[src/rtl/rtc_regfile.sv]
module rtc_regfile #(
  parameter int TICK_CYCLES = 100
) (
  input  logic       clk,
  input  logic       rst_n,
  input  logic       idx_wr,
  input  logic       data_wr,
  input  logic       data_rd,
  input  logic [7:0] wdata,
  output logic [7:0] rdata,
  output logic       irq,
  output logic       err
);
  localparam int         NDATA  = 10;
  localparam int         CW     = (TICK_CYCLES > 2) ? $clog2(TICK_CYCLES) : 1;
  localparam logic [CW-1:0] LAST = CW'(TICK_CYCLES - 1);
  localparam logic [3:0] IDX_A  = 4'hA;
  localparam logic [3:0] IDX_B  = 4'hB;
  localparam logic [7:0] IDX_MAX = 8'h0D;
  localparam logic [7:0] A_RST  = 8'h26;
  localparam logic [7:0] B_RST  = 8'h46;
  localparam logic [7:0] B_FREE = 8'h48;
  localparam logic [7:0] B_FIX  = 8'h06;
  localparam logic [7:0] UIP    = 8'h80;

  logic [3:0]    idx;
  logic [7:0]    cal [NDATA];
  logic [7:0]    reg_a, reg_b;
  logic          run;
  logic [CW-1:0] cnt;

  wire b_ok  = (wdata & ~B_FREE) == B_FIX;
  wire b_acc = data_wr && idx == IDX_B && b_ok;
  wire hit   = run && cnt == LAST;

  always_ff @(posedge clk or negedge rst_n) begin
    if (!rst_n) begin
      idx   <= '0;
      reg_a <= A_RST;
      reg_b <= B_RST;
      rdata <= '0;
      err   <= 1'b0;
      for (int i = 0; i < NDATA; i++) cal[i] <= '0;
    end else begin
      if (idx_wr) begin
        if (wdata <= IDX_MAX) idx <= wdata[3:0];
        else err <= 1'b1;
      end
      if (data_wr) begin
        if (idx < IDX_A) cal[idx] <= wdata;
        else if (idx == IDX_A) begin
          if (wdata == A_RST) reg_a <= wdata;
          else err <= 1'b1;
        end else if (idx == IDX_B) begin
          if (b_ok) reg_b <= wdata;
          else err <= 1'b1;
        end else err <= 1'b1;
      end
      if (data_rd) begin
        if (idx < IDX_A) rdata <= cal[idx];
        else if (idx == IDX_A) begin
          reg_a <= reg_a ^ UIP;
          rdata <= reg_a ^ UIP;
        end else if (idx == IDX_B) rdata <= reg_b;
        else rdata <= '0;
      end
    end
  end

  always_ff @(posedge clk or negedge rst_n) begin
    if (!rst_n) begin
      run <= 1'b1;
      cnt <= '0;
      irq <= 1'b0;
    end else begin
      irq <= hit;
      if (b_acc && !wdata[6]) run <= 1'b0;
      else if (b_acc && !run) begin
        run <= 1'b1;
        cnt <= '0;
      end else if (run) cnt <= hit ? '0 : cnt + 1'b1;
    end
  end
endmodule


[config.mk]
export PLATFORM = sky130hd
export DESIGN_NAME = rtc_regfile
export DESIGN_NICKNAME = d
export VERILOG_FILES = /design/src/rtl/rtc_regfile.sv
export SDC_FILE = /design/constraint.sdc
export NUM_CORES = 1
export LEC_CHECK = 0
export BUFFER_PORTS_ARGS = -buffer_cell sky130_fd_sc_hd__buf_2
export CELL_PAD_IN_SITES_DETAIL_PLACEMENT = 0
export CELL_PAD_IN_SITES_GLOBAL_PLACEMENT = 1
export CORE_MARGIN = 5
export CORE_UTILIZATION = 56
export CTS_CLUSTER_DIAMETER = 120
export CTS_CLUSTER_SIZE = 16
export DETAILED_ROUTE_END_ITERATION = 10
export GPL_TIMING_DRIVEN = 0
export PLACE_DENSITY = 0.84
export SYNTH_ARGS = -nofsm -noshare
export SYNTH_HDL_FRONTEND = slang
export SYNTH_SLANG_ARGS = --single-unit
[constraint.sdc]
create_clock -name clk -period 3.4 [get_ports clk]
set_clock_uncertainty 0.15 [all_clocks]
set_input_delay 0 -clock clk [delete_from_list [all_inputs] [get_ports clk]]
set_output_delay 0 -clock clk [all_outputs]
set_load 0.01 [all_outputs]
### After elaboration in Yosys (flattened, before gate mapping)

Index checks and enable logic that the tools add are counted.

* $add $sub $neg: 1
* magnitude comparators: 4
* equal/unequal tests: 6
* muxes and demuxes: 29
* bitwise operators: 5
* reductions and logical operators: 14

Operators with widths (count)
* $mux 8: 13
* $bwmux 80: 1
* $bmux 8 s4: 1
* $demux 8 s4: 1
* $mux 7: 3
* $mux 1: 10
* $eq 4x4->1 const B: 2
* $eq 8x6->1 const B: 1
* $le 8x4->1 const B: 1
* $add 7x1->7 const B: 1
* $eq 7x7->1 const B: 1
* $eq 6x3->1 const B: 1
* $logic_and 1x1->1: 6
* $reduce_and 2->1: 3
* $ge 5x5->1 const B: 1
* $lt 5x1->1 const B: 1
* $not 4->5: 1
* $reduce_and 5->1: 1
* $lt 4x4->1 const B: 1
* $not 1->1: 4
* $reduce_bool 2->1: 2
* $ne 3x3->1 const B: 1
* $logic_not 1->1: 2

* register bits after elaboration: 118
* bits of input ports: 13
* output and inout port bits: 10
* logic and storage cells: 78

### Longest topological paths before layout

Gate-level depths: netlist (run 1).

* word-level depth: 8
* mapped depth: 7
* depth with buffers taken out: 5

### Worst setup path before layout (run 1)

OpenSTA, ideal clock, no wires.

* path kind: register to register
* from: register idx[3]
* to: register cal[24] (netlist name)
* setup time: 0.125 ns
* data arrival time: 1.509 ns
* required time: 3.125 ns
* slack: 1.616 ns
* stages on the path, launching flop included: 7
* path buffers: 2
* period minus slack after synthesis: 1.784 ns
* cell sequence: dfrtp_1 buf_2 nor2b_1 nor2b_1 and3_1 buf_2 mux2_2

* cells in the longest elaborated chain, start to end: 6
* elaborated cells on any way between the ends: 9
* classes of those cells: 3 x order compare; 3 x mux; 1 x bitwise; 2 x reduce/logical

RTL lines
* start: declaration: line 26 `logic [3:0] idx;`
* start signal: assignment: line 46 `if (wdata <= IDX_MAX) idx <= wdata[3:0];`
* $not 4->5 (implied by the code): line 50 `if (idx < IDX_A) cal[idx] <= wdata;`
* $ge 5x5->1 (implied by the code) or $lt 5x1->1 (tied branches): line 50
* $logic_and 1x1->1 (implied by the code): line 50
* $mux 8 (implied by the code): line 50
* $demux 8 s4: line 50
* $bwmux 80: line 50
* end signal: indexed assignment: line 50
* end: declaration: line 27 `logic [7:0] cal [NDATA];`

Several ways; a longest one is shown, not always the timed one.
A chain may end at the register's enable or synchronous reset.

### Worst setup path after layout (run 1)

* from: input wdata[4]
* to: register reg_a[3]

* cells in the longest elaborated chain, start to end: 8

RTL lines
* start: declaration: line 9 `input logic [7:0] wdata,`
* $eq 8x6->1 (*): line 52 `if (wdata == A_RST) reg_a <= wdata;`
* $mux 8 (*): line 52
* $mux 8 (*): line 51 `else if (idx == IDX_A) begin`
* $mux 8 (*): line 50
* $mux 8 (*): line 49 `if (data_wr) begin`
* $mux 8: line 61 `else if (idx == IDX_A) begin`
* $mux 8: line 60 `if (idx < IDX_A) rdata <= cal[idx];`
* $mux 8 (*): line 59 `if (data_rd) begin`
* end signal: assignment: line 52
* end signal: assignment: line 62 `reg_a <= reg_a ^ UIP;`
* end: declaration: line 28 `logic [7:0] reg_a, reg_b;`

Every way passes the cells marked *; elsewhere a longest branch is shown, timed or not. The select of a mux whose other input is x is not followed.

==> impl_metrics.tcl, run 1 <==
set metrics [dict create \
    ys.flop_type "dfrtp_1" \
    cts_tree "built" \
    worst_pin_slew_ps 809 \
    grt_overflow 0 \
    cts_setup_buffers 0 \
    drt-wirelength-per-cell_um 21.1 \
    post_cts_resized 0 \
    postSynthNetCount 406 \
    finalWorstSetupSlack_ps 770 \
    dpl_cell_area_um2 5830 \
    async_flop_share 1.00 \
    vias 3477 \
    ios 23 \
    drc 0 \
    synth_cell_types 51 \
    synth-edff-count 0 \
    max-cap-violations 0 \
    die_x_um 109 \
    status "complete, no violations" \
    routed_wl_um 12700 \
    clkLatencyLatePin_ps 530 \
    crit_path_end_kind "flop" \
    dieArea_um2 11900 \
    tns_ps 0 \
    syn_area_um2 5520 \
    grt_first_pass_wirelength_um 20700 \
    grt_setup_unrepaired "false" \
    synth_seq_area_share 0.537 \
    irDropWorstVdd_mv 0.472 \
    critPathLaunchType "input port" \
    worstSetupPathType "input port to flop" \
    htreeDepth 4 \
    timing.critical_path.mode_cell "dlygate4sd3_1" \
    grtUsageMet3 0.0539 \
    whs_path_depth 3 \
    drive_gt1_frac 0.406 \
    finalSetupViolCount 0 \
    path_max_fanout 5 \
    hold_end "cal[19]$_DFFE_PN0P_" \
    place.gp.congestion 0.858 \
    nets 468 \
    hold_ws_ps 225 \
    cts_root_buffer "clkbuf_8" \
    cts_sinks 118 \
    r2r-start "idx[1]$_DFFE_PN0P_" \
    grt_busiest_layer "met2" \
    grt_max_degree 78 \
    final_cell_mix "dfrtp_1, mux2_2, buf_2" \
    viasPerCell 5.80 \
    die_h_um 109 \
    post-route-cell-area_um2 6640 \
    use_met1 0.334 \
    synth_cells 392 \
    diodes 0 \
    fmax_mhz 380 \
    synth-seq-cells 118 \
    rrSetupSlack_ps 790 \
    cts_inserted_buffers 17 \
    initial_core_util 0.570 \
    hold_violations 0 \
    hp-start "wdata[3]" \
    leakage_nw 2.94 \
    grt_pass1_vias 3708 \
    finalMaxSlewViolations 0 \
    dr.pass1.iters 5 \
    path_cells "dlygate4sd3_1 -> buf_2 -> nand4bb_4 -> dlygate4sd3_1 -> nor4_4 -> dlygate4sd3_1 -> nor2b_1" \
    syn_area_per_cell_um2 14.1 \
    pre_cts_ws_ps 1160 \
    reg2reg_depth 5 \
    max_stage_delay_ps 770 \
    finalCritPeriodShare 0.773 \
    core_um2 9680 \
    grtUsageMet2 0.373 \
    critPathArrivalTime_ps 2880 \
    ys_warn_count 0 \
    postRouteAntennaNets 0 \
    power_density_nw_per_um2 802 \
    hpwl_um 8270 \
    antenna_found_initial 0 \
    crit_required_ps 3660 \
    cts_hold_buf 20 \
    clock_path_buffers 2 \
    post-route-min-period_ps 2630 \
    cpMaxStageDelayCell "dlygate4sd3_1" \
    fillers 694 \
    syn2layout_area_growth_pct 20.3 \
    hp-class "input port to flop" \
    relSlewSlack 0.456 \
    drtIter0Drc 238 \
    final_common_cell "dfrtp_1" \
    clkTransAtPathRegs_ps 60 \
    grt_use_total 0.241 \
    r2r_end "reg_a[3]$_DFFE_PN0P_" \
    row_count 36 \
    io_buffers 22 \
]
[registers in the layout, indices dropped and copies added (netlist names)]
name and count:
cal 80, rdata 8, reg_a 8, reg_b 8, cnt 7, idx 4
err 1, irq 1, run 1
[metal layers]
metal | vias up | share of wire
met5 | - | 0
met4 | 0 | 0.018
met3 | 19 | 0.050
met2 | 81 | 0.49
li1 | 1580 | -
met1 | 1797 | 0.44
[power breakdown]
part	switching, mW	total, mW	internal, mW
Clock	0.609	1.80	1.19
Sequential	0.260	2.17	1.91
Combinational	0.585	1.36	0.773
Total	1.45	5.32	3.87
[synthesized netlist by cell type, types with 2 or more instances]
| library cell | count | area [um^2] |
|---|---|---|
| a2111oi_0 | 2 | 17.5 |
| a211o_1 | 2 | 17.5 |
| a211oi_1 | 2 | 15.0 |
| a221o_1 | 2 | 20.0 |
| a22o_1 | 4 | 35.0 |
| a22oi_1 | 14 | 105 |
| and3_1 | 3 | 18.8 |
| buf_2 | 7 | 35.0 |
| buf_4 | 4 | 30.0 |
| clkbuf_1 | 12 | 45.0 |
| dfrtp_1 | 111 | 2780 |
| dfstp_2 | 7 | 184 |
| inv_1 | 2 | 7.51 |
| mux2_2 | 88 | 991 |
| mux2i_1 | 18 | 180 |
| mux4_2 | 14 | 315 |
| nand2_1 | 12 | 45.0 |
| nand2b_1 | 8 | 50.1 |
| nand3_1 | 18 | 90.1 |
| nand3b_1 | 3 | 22.5 |
| nor2_1 | 7 | 26.3 |
| nor2_2 | 3 | 18.8 |
| nor2b_1 | 12 | 75.1 |
| nor3_1 | 3 | 15.0 |
| nor3_4 | 2 | 32.5 |
| nor4_4 | 3 | 63.8 |
| o41ai_1 | 2 | 17.5 |
| or2_1 | 3 | 18.8 |
| or2_2 | 2 | 12.5 |
[final cells by class]
type / count / area [um^2] / share of cell area
Clock buffer: 24 / 480 / 0.0724
Timing Repair Buffer: 43 / 354 / 0.0534
Inverter: 2 / 7.51 / 0.00113
Multi-Input combinational cell: 248 / 2430 / 0.366
Clock inverter: 7 / 119 / 0.0179
Buffer: 24 / 121 / 0.0183
Tap cell: 133 / 166 / 0.0251
Sequential cell: 118 / 2960 / 0.446
[critical path, delay by kind of cell]
family / cells / cell delay [ps]
simple gates: 3 / 750
buf+inv: 4 / 2150
[per-stage QoR]
step | utilization | instances | power [mW]
floorplan | - | 392 | 3.11
global placement | 0.598 | 547 | 3.41
detailed placement | 0.602 | 548 | 3.49
CTS | 0.685 | 599 | 5.36
global route | 0.685 | 599 | 5.60
finish | 0.685 | 599 | 5.32
[kinds of logic after synthesis]
group,after synthesis,synth area share
compound gates,35,0.0526
xor+xnor,1,0.00159
fa+ha+maj,1,0.00227
buf+inv,26,0.0234
flops,118,0.537
mux,120,0.269
simple gates,91,0.114
[how the worst max path moves through the flow]
stage | end | start | slack [ps] | depth (start not counted)
finish | reg_a[3]$_DFFE_PN0P_ | wdata[4] | 770 | 7
global placement | cal[28]$_DFFE_PN0P_ | rst_n | 810 | 1
floorplan | cal[24]$_DFFE_PN0P_ | idx[3]$_DFFE_PN0P_ | 1620 | 6
global route | reg_a[3]$_DFFE_PN0P_ | wdata[4] | 710 | 7
CTS | reg_a[3]$_DFFE_PN0P_ | wdata[4] | 760 | 7
detailed placement | rdata[2]$_DFFE_PN0P_ | idx[1]$_DFFE_PN0P_ | 1160 | 5
No activity file was read; power rests on OpenSTA's default activity.
==> inputs of run 2 (changes only) <==
--- a/config.mk
+++ b/config.mk
@@ -9,12 +9,12 @@
 export CELL_PAD_IN_SITES_DETAIL_PLACEMENT = 0
 export CELL_PAD_IN_SITES_GLOBAL_PLACEMENT = 1
 export CORE_MARGIN = 5
-export CORE_UTILIZATION = 56
+export CORE_UTILIZATION = 52
 export CTS_CLUSTER_DIAMETER = 120
 export CTS_CLUSTER_SIZE = 16
 export DETAILED_ROUTE_END_ITERATION = 10
 export GPL_TIMING_DRIVEN = 0
-export PLACE_DENSITY = 0.84
+export PLACE_DENSITY = 0.79
 export SYNTH_ARGS = -nofsm -noshare
 export SYNTH_HDL_FRONTEND = slang
 export SYNTH_SLANG_ARGS = --single-unit
==> constraint.sdc (replaced) <==
create_clock -name clk -period 2.5 [get_ports clk]
set_clock_uncertainty 0.15 [all_clocks]
set_input_delay 0 -clock clk [delete_from_list [all_inputs] [get_ports clk]]
set_output_delay 0 -clock clk [all_outputs]
set_load 0.01 [all_outputs]
==> run 2 against run 1 <==
Net effect:
- die area is 7.0% higher
- sequential share of layout area rose by 0.81 points
- register-to-register slack worse by 670 ps
- core utilization down 5.4 points
- via count is 1.6% higher
- critical endpoint is now cnt[6]$_DFFE_PN0P_
- largest cell class unchanged
- highest routed layer unchanged
==> impl_metrics.tcl, run 2 (synthesized netlist as in run 1, its figures left out) <==
set metrics [dict create \
    status "complete, no violations" \
    whs_path_depth 3 \
    grt_setup_unrepaired "false" \
    post-route-min-period_ps 2420 \
    worstPathBufferInverterCount 3 \
    fin_cells 599 \
    initial_core_util 0.534 \
    max_stage_delay_ps 680 \
    path_cells "dlygate4sd3_1 -> buf_2 -> nand4bb_4 -> dlygate4sd3_1 -> nor3_4 -> o21bai_4 -> a221o_1" \
    cts_sinks 118 \
    routed_wl_um 12900 \
    final_common_cell "dfrtp_1" \
    worstSetupPathType "input port to flop" \
    worst_pin_slew_ps 937 \
    path_max_fanout 9 \
    critPathLaunchType "input port" \
    grt_pass1_vias 3870 \
    dieArea_um2 12800 \
    row_count 37 \
    viasPerCell 5.90 \
    leakage_nw 2.88 \
    htreeDepth 4 \
    io_buffers 22 \
    antenna_found_initial 0 \
    cts_root_buffer "clkbuf_8" \
    worst-path-stages 7 \
    crit_path_end_kind "flop" \
    grt_first_pass_wirelength_um 21500 \
    die_h_um 113 \
    cts_inserted_buffers 17 \
    crit_required_ps 2760 \
    relSlewSlack 0.371 \
    ios 23 \
    hold_violations 0 \
    largest_reg_flops 80 \
    hp-class "input port to flop" \
    diodes 0 \
    cts_tree "built" \
    drtIter0Drc 224 \
    pre_cts_ws_ps 255 \
    drive_gt1_frac 0.400 \
    finalWorstSetupSlack_ps 83.6 \
    final_cell_mix "dfrtp_1, mux2_2, buf_2" \
    cts_setup_buffers 0 \
    fmax_mhz 414 \
    die_x_um 113 \
    clkLatencyLatePin_ps 530 \
    vias 3533 \
    cpMaxStageDelayCell "dlygate4sd3_1" \
    postRouteAntennaNets 0 \
    finalCritPeriodShare 0.967 \
    finalSetupViolCount 0 \
    irDropWorstVdd_mv 0.567 \
    critPathArrivalTime_ps 2670 \
    max-cap-violations 0 \
    grt_overflow 0 \
    finalMaxSlewViolations 0 \
    grt_use_total 0.223 \
    power_density_nw_per_um2 1060 \
    dr.pass1.iters 4 \
    nets 464 \
    place.gp.congestion 0.839 \
    timing.critical_path.mode_cell "dlygate4sd3_1" \
    dp.cells 551 \
    syn2layout_area_growth_pct 18.1 \
    grt_max_degree 85 \
    fillers 787 \
    drc 0 \
    top_register "cal" \
    hpwl_um 8380 \
    core_um2 10300 \
    reg2reg_depth 7 \
    clock_path_buffers 2 \
    critPathTopFamily "buffers and inverters" \
    drt-wirelength-per-cell_um 21.6 \
    clkTransAtPathRegs_ps 50 \
]
run 2: cell types whose count changed in the layout (fill, tap and decap cells not counted), sizes merged:
cell         before  now
dlygate4sd3      19   15
clkinv            2    5
bufinv            3    1
clkbuf           36   38
clkinvlp          2    0
run 2: worst paths after layout:
check | end | startpoint | slack [ps]
max | cnt[6]$_DFFE_PN0P_ | wdata[7] | 80
min | cal[9]$_DFFE_PN0P_ | wdata[1] | 190
max reg2reg | err$_DFF_PN0_ | idx[0]$_DFFE_PN0P_ | 120
min reg2reg | cal[61]$_DFFE_PN0P_ | cal[61]$_DFFE_PN0P_ | 350
max in group asynchronous | cal[4]$_DFFE_PN0P_ | rst_n | 1340
min in group asynchronous | reg_b[1]$_DFFE_PN1P_ | rst_n | 440
run 2: cell type report:
type	count	area, um^2	share of cell area
flip-flops and latches	118	2960	0.454
multi-input cells	248	2430	0.372
clock inverters	6	55.1	0.00845
clock buffers	26	458	0.0703
repair buffers	39	314	0.0482
inverters	2	7.51	0.00115
plain buffers	24	125	0.0192
well taps	136	170	0.0261
run 2: stage by stage:
step	hold slack, ps	setup TNS [ps]	power (mW)	utilization	cell area [um^2]
finish	190	0	6.91	0.631	6520
global route	185	0	7.30	0.631	6520
CTS	152	0	6.96	0.631	6510
detailed placement	-240	0	4.79	0.565	5830
global placement	75.2	-11000	4.69	0.562	5800
floorplan	-446	0	4.23	-	5520
run 2: per-layer routing:
layer | vias to the layer above | routed length (um) | GRT usage
met1 | 1854 | 5730 | 0.294
met2 | 75 | 6380 | 0.358
li1 | 1581 | - | -
met3 | 23 | 594 | 0.0652
met4 | 0 | 230 | 0.0729
met5 | - | 0 | 0
run 2: worst register-to-register path, stage by stage, from the launching register on:
cell           delay (ps)
dfrtp_1               320
buf_4                 190
buf_6                 240
buf_6                 220
mux2i_1               200
a211oi_1              100
a211o_1               270
dlygate4sd3_1         560
run 2: what timing repair did:
| action | CTS | global route |
|---|---|---|
| endpoints found under the hold margin | 166 | 0 |
| endpoints found under the setup margin | 0 | 1 |
| gates resized for setup | 0 | 1 |
| hold buffers | 16 | 0 |
run 2: power by group:
part           internal, mW  switching, mW  total (mW)
combinational          1.02          0.813        1.84
sequential             2.59          0.355        2.95
clock                  1.33          0.798        2.13
